===== config.mk =====
export PLATFORM = sky130hd
export DESIGN_NAME = exc_entry
export DESIGN_NICKNAME = d
export VERILOG_FILES = /design/src/rtl/exc_pkg.sv /design/src/rtl/exc_arbiter.sv /design/src/rtl/exc_target.sv /design/src/rtl/exc_status.sv /design/src/rtl/exc_syndrome.sv /design/src/rtl/exc_entry.sv
export SDC_FILE = /design/constraint.sdc
export NUM_CORES = 1
export LEC_CHECK = 0
export ABC_AREA = 0
export BUFFER_PORTS_ARGS = -buffer_cell sky130_fd_sc_hd__buf_2
export CORE_MARGIN = 5
export CORE_UTILIZATION = 30
export CTS_CLUSTER_DIAMETER = 80
export DETAILED_ROUTE_END_ITERATION = 7
export GPL_ROUTABILITY_DRIVEN = 0
export PLACE_DENSITY = 0.54
export RECOVER_POWER = 100
export SETUP_SLACK_MARGIN = 0.15
export SLEW_MARGIN = 10
export SYNTH_ARGS = -nofsm -noshare
export SYNTH_HDL_FRONTEND = slang
export SYNTH_SLANG_ARGS = --single-unit

===== constraint.sdc =====
create_clock -name clk -period 1.8 [get_ports clk]
set_input_delay 0.09 -clock clk [delete_from_list [all_inputs] [get_ports clk]]
set_output_delay 0.09 -clock clk [all_outputs]
set_load 0.005 [all_outputs]

===== src/rtl/exc_pkg.sv =====
package exc_pkg;
   typedef enum logic [1:0] {
      CAUSE_IRQ = 2'd0,
      CAUSE_BRK = 2'd1,
      CAUSE_HWE = 2'd2,
      CAUSE_MF  = 2'd3
   } cause_e;

   localparam int FLAG_W    = 3;
   localparam int FLAG_DS   = 0;
   localparam int FLAG_IMM  = 1;
   localparam int FLAG_BIMM = 2;
   localparam int LRIDX_W   = 5;
endpackage


===== src/rtl/exc_arbiter.sv =====
module exc_arbiter
   import exc_pkg::*;
#(
   parameter bit EXC_EN = 1'b1
) (
   input  logic   irq_req,
   input  logic   irq_ok,
   input  logic   brk_req,
   input  logic   hwe_req,
   input  logic   unal_req,
   input  logic   mf_req,
   input  logic   mf_recursive,
   output logic   take,
   output cause_e cause,
   output logic   is_unal,
   output logic   err
);
   logic hwe_any;

   generate
      if (EXC_EN) begin : g_exc_on
         assign hwe_any = hwe_req | unal_req;
      end else begin : g_exc_off
         // requests are accepted on the port but never reach the selector
         assign hwe_any = 1'b0 & (hwe_req | unal_req);
      end
   endgenerate

   always_comb begin
      take    = 1'b0;
      cause   = CAUSE_IRQ;
      is_unal = 1'b0;
      err     = 1'b0;
      if (mf_req) begin
         if (mf_recursive) begin
            err = 1'b1;
         end else begin
            take  = 1'b1;
            cause = CAUSE_MF;
         end
      end else if (hwe_any) begin
         take    = 1'b1;
         cause   = CAUSE_HWE;
         is_unal = unal_req;
      end else if (brk_req) begin
         take  = 1'b1;
         cause = CAUSE_BRK;
      end else if (irq_req && irq_ok) begin
         take  = 1'b1;
         cause = CAUSE_IRQ;
      end
   end
endmodule


===== src/rtl/exc_target.sv =====
module exc_target
   import exc_pkg::*;
#(
   parameter int XLEN    = 32,
   parameter int IRQ_OFF = 'h10,
   parameter int BRK_OFF = 'h18,
   parameter int EXC_OFF = 'h20,
   parameter int LR_IRQ  = 14,
   parameter int LR_BRK  = 16,
   parameter int LR_EXC  = 17
) (
   input  logic [XLEN-1:0]    pc,
   input  logic [XLEN-1:0]    vec_base,
   input  logic [FLAG_W-1:0]  flags,
   input  cause_e             cause,
   output logic [XLEN-1:0]    new_pc,
   output logic [LRIDX_W-1:0] lr_idx,
   output logic [XLEN-1:0]    lr_data
);
   localparam logic [XLEN-1:0] STEP = XLEN'(4);

   logic [XLEN-1:0] mf_ret;

   // return point for a translation fault: re-run the branch or prefix
   always_comb begin
      if (flags[FLAG_DS] && flags[FLAG_BIMM]) begin
         mf_ret = pc - (STEP << 1);
      end else if (flags[FLAG_DS] || flags[FLAG_IMM]) begin
         mf_ret = pc - STEP;
      end else begin
         mf_ret = pc;
      end
   end

   always_comb begin
      unique case (cause)
         CAUSE_IRQ: begin
            new_pc  = vec_base + XLEN'(IRQ_OFF);
            lr_idx  = LRIDX_W'(LR_IRQ);
            lr_data = pc;
         end
         CAUSE_BRK: begin
            new_pc  = vec_base + XLEN'(BRK_OFF);
            lr_idx  = LRIDX_W'(LR_BRK);
            lr_data = pc;
         end
         CAUSE_HWE: begin
            new_pc  = vec_base + XLEN'(EXC_OFF);
            lr_idx  = LRIDX_W'(LR_EXC);
            lr_data = pc + STEP;
         end
         default: begin
            new_pc  = vec_base + XLEN'(EXC_OFF);
            lr_idx  = LRIDX_W'(LR_EXC);
            lr_data = mf_ret;
         end
      endcase
   end
endmodule


===== src/rtl/exc_status.sv =====
module exc_status
   import exc_pkg::*;
#(
   parameter int XLEN    = 32,
   parameter int IE_BIT  = 1,
   parameter int BIP_BIT = 3,
   parameter int EIP_BIT = 9,
   parameter int UM_BIT  = 11,
   parameter int VM_BIT  = 13
) (
   input  logic [XLEN-1:0] msr_in,
   input  logic            ds,
   input  logic            imm,
   input  cause_e          cause,
   output logic            irq_ok,
   output logic [XLEN-1:0] msr_out
);
   assign irq_ok = msr_in[IE_BIT] & ~msr_in[EIP_BIT] & ~msr_in[BIP_BIT]
                 & ~ds & ~imm;

   always_comb begin
      msr_out = msr_in;
      unique case (cause)
         CAUSE_IRQ: msr_out[IE_BIT]  = 1'b0;
         CAUSE_BRK: msr_out[BIP_BIT] = 1'b1;
         default:   msr_out[EIP_BIT] = 1'b1;
      endcase
      // one-deep mode stack: live bits move up one place, then drop
      msr_out[UM_BIT+1] = msr_in[UM_BIT];
      msr_out[VM_BIT+1] = msr_in[VM_BIT];
      msr_out[UM_BIT]   = 1'b0;
      msr_out[VM_BIT]   = 1'b0;
   end
endmodule


===== src/rtl/exc_syndrome.sv =====
module exc_syndrome
   import exc_pkg::*;
#(
   parameter int XLEN      = 32,
   parameter int ESR_W     = 16,
   parameter int CODE_W    = 5,
   parameter int SYN_W     = 7,
   parameter int SYN_LSB   = 5,
   parameter int DS_BIT    = 12,
   parameter int UNAL_CODE = 1
) (
   input  cause_e            cause,
   input  logic              is_unal,
   input  logic              ds,
   input  logic [XLEN-1:0]   btarget,
   input  logic [XLEN-1:0]   fault_addr,
   input  logic [CODE_W-1:0] hwe_code,
   input  logic [CODE_W-1:0] mf_code,
   input  logic [SYN_W-1:0]  syn,
   output logic              esr_we,
   output logic [ESR_W-1:0]  esr,
   output logic              btr_we,
   output logic [XLEN-1:0]   btr,
   output logic              ear_we,
   output logic [XLEN-1:0]   ear
);
   logic is_exc;

   assign is_exc = (cause == CAUSE_HWE) || (cause == CAUSE_MF);

   always_comb begin
      esr = '0;
      if (is_unal) begin
         esr[CODE_W-1:0]       = CODE_W'(UNAL_CODE);
         esr[SYN_LSB +: SYN_W] = syn;
      end else if (cause == CAUSE_MF) begin
         esr[CODE_W-1:0] = mf_code;
      end else begin
         esr[CODE_W-1:0] = hwe_code;
      end
      esr[DS_BIT] = ds;
   end

   assign esr_we = is_exc;
   assign btr_we = is_exc & ds;
   assign btr    = btarget;
   assign ear_we = (cause == CAUSE_MF) | is_unal;
   assign ear    = fault_addr;
endmodule


===== src/rtl/exc_entry.sv =====
module exc_entry
   import exc_pkg::*;
#(
   parameter int XLEN      = 32,
   parameter bit EXC_EN    = 1'b1,
   parameter int IE_BIT    = 1,
   parameter int BIP_BIT   = 3,
   parameter int EIP_BIT   = 9,
   parameter int UM_BIT    = 11,
   parameter int VM_BIT    = 13,
   parameter int IRQ_OFF   = 'h10,
   parameter int BRK_OFF   = 'h18,
   parameter int EXC_OFF   = 'h20,
   parameter int ESR_W     = 16,
   parameter int CODE_W    = 5,
   parameter int SYN_W     = 7,
   parameter int SYN_LSB   = 5,
   parameter int DS_BIT    = 12,
   parameter int UNAL_CODE = 1
) (
   input  logic              clk,
   input  logic              rst_n,
   input  logic [XLEN-1:0]   pc_i,
   input  logic [XLEN-1:0]   msr_i,
   input  logic [2:0]        iflags_i,
   input  logic [XLEN-1:0]   btarget_i,
   input  logic [XLEN-1:0]   vec_base_i,
   input  logic [XLEN-1:0]   fault_addr_i,
   input  logic              irq_req_i,
   input  logic              brk_req_i,
   input  logic              hwe_req_i,
   input  logic [CODE_W-1:0] hwe_code_i,
   input  logic              unal_req_i,
   input  logic [SYN_W-1:0]  unal_syn_i,
   input  logic              mf_req_i,
   input  logic [CODE_W-1:0] mf_code_i,
   output logic              take_o,
   output logic [1:0]        cause_o,
   output logic [XLEN-1:0]   pc_o,
   output logic [XLEN-1:0]   msr_o,
   output logic              lr_we_o,
   output logic [4:0]        lr_idx_o,
   output logic [XLEN-1:0]   lr_data_o,
   output logic              esr_we_o,
   output logic [ESR_W-1:0]  esr_o,
   output logic              btr_we_o,
   output logic [XLEN-1:0]   btr_o,
   output logic              ear_we_o,
   output logic [XLEN-1:0]   ear_o,
   output logic              clr_o,
   output logic              err_o
);
   localparam int TOP_BIT = (UM_BIT > VM_BIT) ? UM_BIT : VM_BIT;

   generate
      if (TOP_BIT + 1 >= XLEN) begin : g_bad_mode
         $error("mode bits need a saved copy inside the status word");
      end
      if (UM_BIT == VM_BIT || UM_BIT + 1 == VM_BIT || VM_BIT + 1 == UM_BIT) begin : g_bad_stack
         $error("mode bits and their saved copies must not overlap");
      end
      if (SYN_LSB < CODE_W || SYN_LSB + SYN_W > DS_BIT || DS_BIT >= ESR_W) begin : g_bad_esr
         $error("syndrome fields overlap or do not fit");
      end
      if (XLEN < 8) begin : g_bad_xlen
         $error("word too narrow");
      end
   endgenerate

   // ---------------- combinational entry decision ----------------
   logic            irq_ok, take_c, is_unal_c, err_c, mf_rec_c;
   cause_e          cause_c;
   logic [XLEN-1:0] npc_c, lrd_c, msr_c, btr_c, ear_c;
   logic [4:0]      lri_c;
   logic            esr_we_c, btr_we_c, ear_we_c;
   logic [ESR_W-1:0] esr_c;
   logic            last_mf_q;

   assign mf_rec_c = last_mf_q & msr_i[EIP_BIT];

   exc_status #(
      .XLEN(XLEN), .IE_BIT(IE_BIT), .BIP_BIT(BIP_BIT), .EIP_BIT(EIP_BIT),
      .UM_BIT(UM_BIT), .VM_BIT(VM_BIT)
   ) u_status (
      .msr_in (msr_i),
      .ds     (iflags_i[FLAG_DS]),
      .imm    (iflags_i[FLAG_IMM]),
      .cause  (cause_c),
      .irq_ok (irq_ok),
      .msr_out(msr_c)
   );

   exc_arbiter #(.EXC_EN(EXC_EN)) u_arb (
      .irq_req     (irq_req_i),
      .irq_ok      (irq_ok),
      .brk_req     (brk_req_i),
      .hwe_req     (hwe_req_i),
      .unal_req    (unal_req_i),
      .mf_req      (mf_req_i),
      .mf_recursive(mf_rec_c),
      .take        (take_c),
      .cause       (cause_c),
      .is_unal     (is_unal_c),
      .err         (err_c)
   );

   exc_target #(
      .XLEN(XLEN), .IRQ_OFF(IRQ_OFF), .BRK_OFF(BRK_OFF), .EXC_OFF(EXC_OFF)
   ) u_target (
      .pc      (pc_i),
      .vec_base(vec_base_i),
      .flags   (iflags_i),
      .cause   (cause_c),
      .new_pc  (npc_c),
      .lr_idx  (lri_c),
      .lr_data (lrd_c)
   );

   exc_syndrome #(
      .XLEN(XLEN), .ESR_W(ESR_W), .CODE_W(CODE_W), .SYN_W(SYN_W),
      .SYN_LSB(SYN_LSB), .DS_BIT(DS_BIT), .UNAL_CODE(UNAL_CODE)
   ) u_syn (
      .cause     (cause_c),
      .is_unal   (is_unal_c),
      .ds        (iflags_i[FLAG_DS]),
      .btarget   (btarget_i),
      .fault_addr(fault_addr_i),
      .hwe_code  (hwe_code_i),
      .mf_code   (mf_code_i),
      .syn       (unal_syn_i),
      .esr_we    (esr_we_c),
      .esr       (esr_c),
      .btr_we    (btr_we_c),
      .btr       (btr_c),
      .ear_we    (ear_we_c),
      .ear       (ear_c)
   );

   // ---------------- registered update bundle ----------------
   always_ff @(posedge clk or negedge rst_n) begin
      if (!rst_n) begin
         take_o    <= 1'b0;
         clr_o     <= 1'b0;
         err_o     <= 1'b0;
         lr_we_o   <= 1'b0;
         esr_we_o  <= 1'b0;
         btr_we_o  <= 1'b0;
         ear_we_o  <= 1'b0;
         last_mf_q <= 1'b0;
      end else begin
         take_o   <= take_c;
         clr_o    <= take_c;
         err_o    <= err_c;
         lr_we_o  <= take_c;
         esr_we_o <= take_c & esr_we_c;
         btr_we_o <= take_c & btr_we_c;
         ear_we_o <= take_c & ear_we_c;
         if (take_c) begin
            last_mf_q <= (cause_c == CAUSE_MF);
         end
      end
   end

   always_ff @(posedge clk or negedge rst_n) begin
      if (!rst_n) begin
         cause_o   <= 2'd0;
         pc_o      <= '0;
         msr_o     <= '0;
         lr_idx_o  <= '0;
         lr_data_o <= '0;
         esr_o     <= '0;
         btr_o     <= '0;
         ear_o     <= '0;
      end else if (take_c) begin
         cause_o   <= cause_c;
         pc_o      <= npc_c;
         msr_o     <= msr_c;
         lr_idx_o  <= lri_c;
         lr_data_o <= lrd_c;
         esr_o     <= esr_c;
         btr_o     <= btr_c;
         ear_o     <= ear_c;
      end
   end

   // ---------------- assertions ----------------
   AST_IRQ_GATED: assert property (@(posedge clk) disable iff (!rst_n)
      (take_o && cause_o == 2'd0) |-> ($past(msr_i[IE_BIT]) && !$past(msr_i[EIP_BIT])
                                       && !$past(msr_i[BIP_BIT]) && !$past(iflags_i[0])
                                       && !$past(iflags_i[1])));

   AST_MODE_PUSH: assert property (@(posedge clk) disable iff (!rst_n)
      take_o |-> (msr_o[UM_BIT+1] == $past(msr_i[UM_BIT]) && !msr_o[UM_BIT]
                  && msr_o[VM_BIT+1] == $past(msr_i[VM_BIT]) && !msr_o[VM_BIT]));

   AST_FAULT_FIRST: assert property (@(posedge clk) disable iff (!rst_n)
      (take_o && $past(mf_req_i)) |-> cause_o == 2'd3);

   AST_RECURSE_NO_ENTRY: assert property (@(posedge clk) disable iff (!rst_n)
      err_o |-> (!take_o && $past(mf_req_i) && $past(msr_i[EIP_BIT])));

   AST_BTR_DELAY: assert property (@(posedge clk) disable iff (!rst_n)
      btr_we_o |-> ($past(iflags_i[0]) && take_o));

   generate
      if (!EXC_EN) begin : g_chk_noexc
         AST_NO_HWE: assert property (@(posedge clk) disable iff (!rst_n)
            take_o |-> cause_o != 2'd2);
      end
   endgenerate
endmodule


==> results of run 1 <==
-- power by group through the flow --
stage	logic [mW]	registers, mW	clock network, mW
5_1_grt	3.11	4.82	4.22
6_report	2.84	4.77	3.94
3_3_place_gp	2.41	4.83	0
2_1_floorplan	0.903	4.86	0
3_5_place_dp	2.43	4.84	0
4_1_cts	2.77	4.77	4.07
-- cells by family (layout without fill, tap and decap cells) --
family / after synthesis / in the layout / synth area share [%]
adders and majority gates: 8 / 8 / 1.06
xor gates and xnor gates: 32 / 32 / 2.98
buffers and inverters: 85 / 714 / 4.33
DFF: 181 / 181 / 48.2
and+or+nand+nor: 595 / 595 / 29.3
AOI/OAI and AO/OA: 177 / 177 / 13.7
muxes: 4 / 4 / 0.426
other: 1 / 13 / 0.0399
-- metrics by stage --
step	hold WS, ns	setup TNS (ns)
after floorplan	-0.206	0
after global placement	0.0742	-5.38
after detailed placement	0.0750	-7.46
after CTS	0.00161	-0.0707
after global routing	0.0310	-1.57
final	0.0247	-0.00444
-- final timing paths --
check	from	end	slack (ns)	cells after the start
worst max-delay path	last_mf_q	pc_o[30]	-0.004	6
worst min register to register	btr_o[22]	btr_o[22]	0.46	2
max in group asynchronous	rst_n	msr_o[10]	0.23	3
worst min-delay path	vec_base_i[7]	pc_o[7]	0.02	3
min in group asynchronous	rst_n	lr_data_o[22]	0.44	2
worst max register to register	last_mf_q	pc_o[30]	-0.004	6
-- registers in the layout, summed over array words and instances (netlist names), 3 cells and up --
register   count
msr_o         30
lr_idx_o       3
pc_o          32
btr_o         32
ear_o         32
esr_o         13
lr_data_o     32
-- layout by cell type (no fill, tap or decap), types with 5 or more instances in the layout --
master and count:
a21oi_1 16, a22o_1 9, a31oi_1 20, and2_1 8
and3_1 16, buf_12 16, buf_2 368, buf_4 134
buf_6 14, clkbuf_16 18, conb_1 5, dfrtp_1 180
diode_2 8, dlygate4sd3_1 131, ha_1 7, inv_1 10
inv_6 6, nand2_1 367, nand2b_1 6, nand3_1 22
nand3_2 6, nand4_1 18, nor2_1 54, nor3_1 21
nor4_1 7, nor4_2 7, nor4_4 8, o21a_1 5
o21ai_0 22, o21ai_1 15, o31ai_1 6, or3_1 9
or4_1 5, or4_4 5, xnor2_1 21, xor2_1 10
-- synthesized netlist by cell type, types with 4 or more instances --
| cell | n |
|---|---|
| a22o_1 | 9 |
| and2_1 | 8 |
| buf_4 | 11 |
| ha_1 | 8 |
| inv_1 | 14 |
| mux2i_1 | 4 |
| nor4_1 | 17 |
| or3_1 | 9 |
| nor3_1 | 23 |
| buf_2 | 19 |
| nor3_2 | 4 |
| or4_1 | 9 |
| a21oi_1 | 20 |
| nand2b_1 | 7 |
| buf_1 | 5 |
| and3_1 | 17 |
| a22oi_1 | 4 |
| xor2_1 | 10 |
| a31oi_1 | 21 |
| nand3_1 | 27 |
| o21ai_1 | 7 |
| and4_1 | 5 |
| nand4_1 | 18 |
| o21ai_0 | 32 |
| a211oi_1 | 6 |
| o211ai_1 | 4 |
| xnor2_1 | 22 |
| a32oi_1 | 4 |
| clkbuf_1 | 32 |
| o31a_1 | 4 |
| o21a_1 | 5 |
| nor2_1 | 55 |
| nand2_1 | 367 |
| dfrtp_1 | 181 |
| o31ai_1 | 11 |
-- repair_timing --
| action | 4_1_cts | 5_1_grt |
|---|---|---|
| resized for setup | 65 | 57 |
| hold buffers | 131 | 0 |
| endpoints found under the setup margin | 167 | 166 |
| pin swaps | 25 | 27 |
| cloned | 0 | 1 |
| endpoints found under the hold margin | 197 | 0 |
| setup buffers | 13 | 3 |
-- routing by layer --
layer / vias up / track usage [%]
li1: 5003 / -
met1: 5045 / 27.6
met3: 54 / 6.07
met5: - / 0
met2: 403 / 37.0
met4: 4 / 6.20
-- critical path: stages, from the launching register on --
cell     delay [ns]
dfrtp_2        0.45
a21bo_2        0.27
o221a_4        0.19
buf_4          0.19
a31oi_1        0.17
o41ai_2        0.11
o32a_1         0.29
-- area by class of cell --
class                      count  area, µm²  share of cell area [%]
antenna                        8       20.0                   0.129
clock buffer                  18        439                    2.83
clock inverter                14        174                    1.12
inverter                      15       91.3                   0.589
multi-input combinational    821       5040                    32.5
sequential                   181       4530                    29.2
tap                          396        495                    3.20
timing repair buffer         667       4710                    30.4
==> impl_metrics.ini, run 1 <==
[power]
power_switching_mw = 3.63
total_power_mw = 11.5
p_int_mw = 7.92
leakage_nw = 7.51
clockPowerShare_pct = 34.2
sw_frac_of_total_pct = 31.4
power.density_mw_per_mm2 = 745
seqPwrFrac_pct = 41.3
p_comb_share_pct = 24.6
irDropWorstVdd_mv = 0.638

[floorplan]
initial_core_util_pct = 30.6
die_w_um = 187
coreArea_mm2 = 0.0307
fp.dieH_um = 187
io_pins = 377
design.die.area_mm2 = 0.0350
rows = 64

[detailed_routing]
routed.top_layer = met5
dr_wl_met3_mm = 2.71
drt_wl_total_mm = 39.5
via_count = 10500
viasPerCell = 4.96
wl_per_cell_um = 18.6
dr.first_iter.drc_count = 554
route.detailed.drc = 0
ant_nets = 0
wl_met2_mm = 19.3
dr.pass1.iters = 5
wl_met1_mm = 16.7

[synth]
synth_edf_count = 0
syn_avg_cell_area_um2 = 8.68
ys.flop_type = dfrtp_1
yosysTopAreaCell = dfrtp_1
synth-seq-cells = 181
synth.area.top_cells = dfrtp_1, nand2_1, nor2_1
yosysSeqAreaShare_pct = 48.2
syn-cell-area_mm2 = 0.00940
synth_top_cell_area_share_pct = 48.2
ys_types = 87
syn_inst = 1083
synthArstFlopShare_pct = 100
yosysWarningCount = 0

[global_route]
grt_pass1_wl_mm = 61.8
grt_usage_pct = 21.9
grt_pass1_vias = 10600
grt_start_max_net_pins = 58
antenna_found_initial = 10
grt-ovfl-total = 0

[job]
drv_cap = 0

[sta]
hold_viol = 0
slew_violations = 0
slew_headroom_pct = 17.7
timing.fmax_mhz = 554
fin_crit_ns = 1.80
period_share_pct = 100
rsz0062_at_grt = yes
setup_viol = 1
fin_ws_ns = -0.00444
max_slew.worst_pin.slew_ns = 1.23
finalClockSkew_ns = 0.0145

[cts]
clkSlewWorstSetupHoldPaths_ns = 0.08
clock_latency_ns = 0.44
cts.path.max_buffers = 2
htreeDepth = 4
clock-sinks = 181
cts_tree = built
numCtsBuffers = 17
root_buffer = clkbuf_16

[setup_path]
cp.required_ns = 2.11
worst-setup-path-type = flop to flop
critical_path.startpoint_type = flop
end_kind = flop
cp_max_fo = 7
cp.arrival_ns = 2.12

[final_layout]
drive_gt1_share_pct = 38.8
fillerInstances = 2868
postLayoutCoreUtil_pct = 50.4
area_growth_pct = 64.8
fin_area_mm2 = 0.0155
nets = 1898
fin_cells = 2120

[place]
dp_cells = 1932
port_buffers = 369
post-place-ws_ns = -0.175
postPlaceCellArea_mm2 = 0.0128
dp_hpwl_mm = 29.2

[worst_hold_path]
min_path_type = input pin to flop

[outcome]
outcome = complete, but fails checks
violations = negative setup slack
Note: power is estimated with default switching activity, not from simulation.
==> run 2: changes to the inputs <==
--- a/config.mk
+++ b/config.mk
@@ -12,10 +12,11 @@
 export CTS_CLUSTER_DIAMETER = 80
 export DETAILED_ROUTE_END_ITERATION = 7
 export GPL_ROUTABILITY_DRIVEN = 0
-export PLACE_DENSITY = 0.54
+export PLACE_DENSITY = 0.53
 export RECOVER_POWER = 100
 export SETUP_SLACK_MARGIN = 0.15
 export SLEW_MARGIN = 10
 export SYNTH_ARGS = -nofsm -noshare
 export SYNTH_HDL_FRONTEND = slang
+export SYNTH_HIERARCHICAL = 1
 export SYNTH_SLANG_ARGS = --single-unit
==> run 2 against run 1 <==
  * The flow still finishes with violations (negative setup slack)
  * Count of clock-buffer cells in the layout up 1
  * Hold slack gained 0.0085 ns
  * Wire length fell by 5.8%
  * Sequential share of layout area down 2.3 points
  * Largest cell class unchanged
  * Design area rose by 13%
  * Critical endpoint is now lr_data_o[7]
  * Sequential cell count rose by 8
  * Fmax down 22%
  * Die area is 13% higher
  * Clock power up 2%
  * Register-to-register slack worse by 0.52 ns
==> impl_metrics.ini, run 2 <==
[cts]
cts.path.max_buffers = 2
clock-sinks = 189
clock_latency_ns = 0.45
numCtsBuffers = 17
htreeDepth = 4
cts_tree = built
clkSlewWorstSetupHoldPaths_ns = 0.08
root_buffer = clkbuf_16

[global_route]
grt_pass1_wl_mm = 55.8
grt-ovfl-total = 0
antenna_found_initial = 5
grt_usage_pct = 18.1
grt_start_max_net_pins = 46
grt_pass1_vias = 9817

[final_layout]
multiInputGateArea_mm2 = 0.00593
fillerInstances = 3245
fin_cells = 1966
area_growth_pct = 64.1
mostFrequentLayoutCells = buf_2, dfrtp_1, mux2_4
ff_latch_area_mm2 = 0.00473
drive_gt1_share_pct = 53.5
layout_commonest_cell = buf_2
nets = 1684

[detailed_routing]
dr.first_iter.drc_count = 318
route.detailed.drc = 0
drt_wl_total_mm = 37.2
wl_per_cell_um = 18.9
dr.pass1.iters = 4
ant_nets = 0
viasPerCell = 4.66
via_count = 9164

[setup_path]
max_stage_delay_ns = 0.38
end_kind = flop
crit_slowest_cell = dfrtp_1
crit_chain = and2_4 > buf_4 > o21ai_4 > buf_12 > and2_4 > buf_6 > o211ai_1 > buf_4 > o31ai_4 > xor2_1 > mux2_4
critical_path.startpoint_type = flop
cp.arrival_ns = 2.65
cp.required_ns = 2.13
cp_max_fo = 7
worst-setup-path-type = flop to flop

[sta]
slew_violations = 0
max_slew.worst_pin.slew_ns = 1.23
timing.fmax_mhz = 430
hold_viol = 0
finalClockSkew_ns = 0.0153
fin_ws_ns = -0.523
fin_crit_ns = 2.32
period_share_pct = 129
setup_viol = 187
rsz0062_at_grt = yes
slew_headroom_pct = 18.1
hold_slack_ns = 0.0332

[synth]
synth-seq-cells = 189
synth.area.top_cells = dfrtp_1, mux2_4, mux2_2
yosysWarningCount = 6
ys.flop_type = dfrtp_1
yosysTopAreaCell = dfrtp_1
synth_top_cell_area_share_pct = 44.2
syn-cell-area_mm2 = 0.0107
yosysSeqAreaShare_pct = 44.2
synth.most_common_cell = dfrtp_1
syn_avg_cell_area_um2 = 11.9
synthArstFlopShare_pct = 100
syn_inst = 901
synth_edf_count = 0
ys_types = 66
yosys-top-cells-count = dfrtp_1, buf_4, mux2_4

[floorplan]
initial_core_util_pct = 30.3
fp.dieH_um = 199
die_w_um = 199
design.die.area_mm2 = 0.0396
coreArea_mm2 = 0.0354
rows = 69
io_pins = 377

[job]
drv_cap = 0

[power]
sw_frac_of_total_pct = 28.5
leakage_nw = 8.37
power_switching_mw = 3.57
irDropWorstVdd_mv = 0.647
seqPwrFrac_pct = 39.4
power.density_mw_per_mm2 = 713
p_int_mw = 8.96
p_comb_share_pct = 28.7
clockPowerShare_pct = 31.9

[outcome]
violations = negative setup slack
outcome = complete, but fails checks

[place]
post-place-ws_ns = -0.642
port_buffers = 374
dp_hpwl_mm = 25.1
dp_cells = 1738

[worst_hold_path]
min_path_type = input pin to flop
-- run 2: cell count changes after synthesis, sizes merged, moves of 13 or more --
cell / change
nand2: -334
mux2: +184
buf: +97
nor2: -34
o21ai: -17
a31oi: -16
xnor2: +15
clkbuf: -13
-- run 2: timing repair --
action                                  CTS  global route
gates resized for setup                 233            78
pin swaps                                55            36
gates cloned                             19             0
hold endpoints to repair                296             0
endpoints found under the setup margin  186           188
buffers inserted                         51            15
hold buffers                            108             0
-- run 2: cell families (layout without fill, tap and decap cells) --
group / count (synthesis) / in the layout / synth area share (%)
XOR/XNOR: 55 / 55 / 4.50
AO/OA/AOI/OAI: 86 / 86 / 5.60
multiplexers: 185 / 185 / 22.9
other: 2 / 9 / 0.0701
adder cells (fa/ha/maj): 8 / 8 / 0.935
AND/OR/NAND/NOR: 208 / 208 / 10.8
flip-flops: 189 / 189 / 44.2
buffers and inverters: 168 / 765 / 11.0
-- run 2: final timing paths --
check	start	endpoint	slack (ns)	cells past startpoint
setup / recovery	last_mf_q	lr_data_o[7]	-0.52	11
hold / removal	msr_i[9]	msr_o[9]	0.03	3
setup reg to reg	last_mf_q	lr_data_o[7]	-0.52	11
hold reg to reg	msr_o[29]	msr_o[29]	0.51	1
max in group asynchronous	rst_n	esr_o[12]	0.23	3
min in group asynchronous	rst_n	ear_o[28]	0.44	2
-- run 2: final cells by class --
cell class | instances | share of cell area (%)
antenna | 4 | 0.0570
sequential | 189 | 26.9
tap | 461 | 3.28
clock inverter | 12 | 0.833
clock buffer | 19 | 2.58
timing repair buffer | 720 | 32.3
inverter | 14 | 0.342
multi-input combinational | 547 | 33.7
-- run 2: power by group through the flow --
stage | registers (mW) | clock network [mW] | logic [mW]
global route | 4.99 | 4.28 | 3.83
floorplan | 5.01 | 0 | 1.41
global placement | 4.97 | 0 | 2.60
finish | 4.93 | 4.00 | 3.59
CTS | 4.91 | 4.12 | 3.57
detailed placement | 4.98 | 0 | 2.61
-- run 2: critical path: cells and delay by family, from the launching register on --
family,cells,cell delay [ns]
AOI/OAI and AO/OA,3,0.56
buffers and inverters,4,0.60
and+or+nand+nor,2,0.29
xor gates and xnor gates,1,0.11
muxes,1,0.26
DFF,1,0.38
-- run 2: per-stage QoR --
| step | area, µm² | power, mW | setup TNS [ns] | util [%] |
|---|---|---|---|---|
| after floorplan | 11000 | 6.41 | -10.37 | - |
| after global placement | 13600 | 7.56 | -52.04 | 38.4 |
| after detailed placement | 13600 | 7.59 | -52.39 | 38.4 |
| after CTS | 17300 | 12.6 | -49.26 | 48.9 |
| after global routing | 17600 | 13.1 | -82.58 | 49.6 |
| final | 17600 | 12.5 | -67.35 | 49.6 |
-- run 2: per-layer routing --
metal	share of wire, %	up-vias	track usage, %	wire length [µm]
met4	3.2	2	7.47	1190
met3	5.5	66	3.69	2050
met2	48	271	29.9	18000
met5	0.019	-	0	7
li1	-	4284	-	-
met1	43	4541	23.1	16000
==> run 3: changes to the inputs <==
--- a/config.mk
+++ b/config.mk
@@ -13,7 +13,6 @@
 export DETAILED_ROUTE_END_ITERATION = 7
 export GPL_ROUTABILITY_DRIVEN = 0
 export PLACE_DENSITY = 0.53
-export RECOVER_POWER = 100
 export SETUP_SLACK_MARGIN = 0.15
 export SLEW_MARGIN = 10
 export SYNTH_ARGS = -nofsm -noshare
==> run 3 against run 2 <==
  * The flow still finishes with violations (negative setup slack)
  * Fmax about the same
  * Wire length down 0.58%
  * Critical path type unchanged
  * Non-clock buffer count stayed put
==> impl_metrics.ini, run 3 (synthesized netlist as in run 2, its figures left out) <==
[floorplan]
design.die.area_mm2 = 0.0396
coreArea_mm2 = 0.0354
initial_core_util_pct = 30.3
die_w_um = 199
rows = 69
fp.dieH_um = 199
io_pins = 377

[detailed_routing]
viasPerCell = 4.66
wl_per_cell_um = 18.8
via_count = 9166
dr.pass1.iters = 4
drt_wl_total_mm = 37.0
route.detailed.drc = 0
dr.first_iter.drc_count = 286
ant_nets = 0

[cts]
clkSlewWorstSetupHoldPaths_ns = 0.08
root_buffer = clkbuf_16
clock_latency_ns = 0.45
clock-sinks = 189
cts_tree = built
cts.path.max_buffers = 2
numCtsBuffers = 17
htreeDepth = 4

[place]
post-place-ws_ns = -0.642
port_buffers = 374
dp_hpwl_mm = 25.1
postPlaceCellArea_mm2 = 0.0136

[power]
total_power_mw = 12.6
power.density_mw_per_mm2 = 708
irDropWorstVdd_mv = 0.646
leakage_nw = 8.78

[setup_path]
crit_slowest_cell = dfrtp_1
cp_max_fo = 7
crit_buf_inv = 4
cp.arrival_ns = 2.65
worst-setup-path-type = flop to flop
end_kind = flop
crit_chain = and2_4 > buf_4 > o21ai_4 > buf_12 > and2_4 > buf_6 > o211ai_1 > buf_4 > o31ai_4 > xor2_1 > mux2_4
max_stage_delay_ns = 0.38
crit_family = buffers and inverters
cp.required_ns = 2.13
critical_path.startpoint_type = flop

[global_route]
antenna_found_initial = 5
grt_usage_pct = 18.1
grt_pass1_wl_mm = 55.8
grt-ovfl-total = 0
grt_start_max_net_pins = 46
grt_pass1_vias = 9817

[sta]
timing.fmax_mhz = 431
fin_crit_ns = 2.32
fin_ws_ns = -0.521
slew_violations = 0
hold_slack_ns = 0.0360
rsz0062_at_grt = yes
finalClockSkew_ns = 0.0126
setup_viol = 187
period_share_pct = 129
hold_viol = 0

[final_layout]
mostFrequentLayoutCells = buf_2, dfrtp_1, mux2_4
drive_gt1_share_pct = 63.0
area_growth_pct = 66.3
fin_area_mm2 = 0.0178
nets = 1684
layout_commonest_cell = buf_2

[outcome]
outcome = complete, but fails checks
violations = negative setup slack

[job]
drv_cap = 0

[worst_hold_path]
min_path_type = input pin to flop
==> run 3: cell count changes in the layout (fill, tap and decap cells not counted), moves of 2 or more <==
cell	previous run	this run
buf_1	2	0
buf_12	29	33
buf_2	231	373
buf_6	51	49
clkbuf_1	140	0
clkbuf_2	2	0
==> run 3: layout make-up <==
class / count / area, µm²
Sequential cell: 189 / 4730
Tap cell: 461 / 577
Multi-Input combinational cell: 547 / 5930
Clock inverter: 12 / 146
Fill cell: 3152 / 17600
Timing Repair Buffer: 720 / 5900
Clock buffer: 19 / 453
Antenna cell: 4 / 10.0
Inverter: 14 / 60.1
==> run 3: worst min-delay path: cells and delay by family <==
kind | cells | cell delay (ns)
multiplexers | 1 | 0.13
AND/OR/NAND/NOR | 1 | 0.11
buffers and inverters | 1 | 0.13
==> run 3: repair_timing <==
action                                 in CTS  in global routing
hold buffers                              108                  0
setup endpoints to repair                 186                188
gates resized for setup                   233                 78
buffers inserted                           51                 15
pin swaps                                  55                 36
endpoints found under the hold margin     296                  0
gates cloned                               19                  0
==> run 3: layer usage <==
layer  GRT usage, %  vias to the layer above  part of all wire, %
li1               -                     4284                    -
met1           23.1                     4521                   42
met2           29.9                      294                   49
met3           3.69                       65                  5.6
met4           7.47                        2                  3.2
met5              0                        -                0.019
==> run 3: stage by stage <==
step | util (%) | cells | setup TNS (ns)
after floorplan | - | 904 | -10.37
final | 50.3 | 1966 | -66.92
after global placement | 38.4 | 1738 | -52.04
after CTS | 48.9 | 1947 | -49.26
after detailed placement | 38.4 | 1738 | -52.39
after global routing | 50.3 | 1966 | -81.17
==> run 3: final timing paths <==
check | from | slack (ns) | endpoint | cells after the start
max in group asynchronous | rst_n | 1.05 | lr_data_o[25] | 3
worst min register to register | btr_o[10] | 0.51 | btr_o[10] | 1
worst max-delay path | last_mf_q | -0.52 | lr_data_o[7] | 11
min in group asynchronous | rst_n | 0.16 | ear_o[28] | 2
worst min-delay path | msr_i[9] | 0.04 | msr_o[9] | 3
worst max register to register | last_mf_q | -0.52 | lr_data_o[7] | 11
==> run 3: where the power goes <==
part           total (mW)  switching (mW)  internal [mW]
combinational        3.69            1.46           2.23
clock                4.00            1.84           2.16
sequential           4.92           0.244           4.68
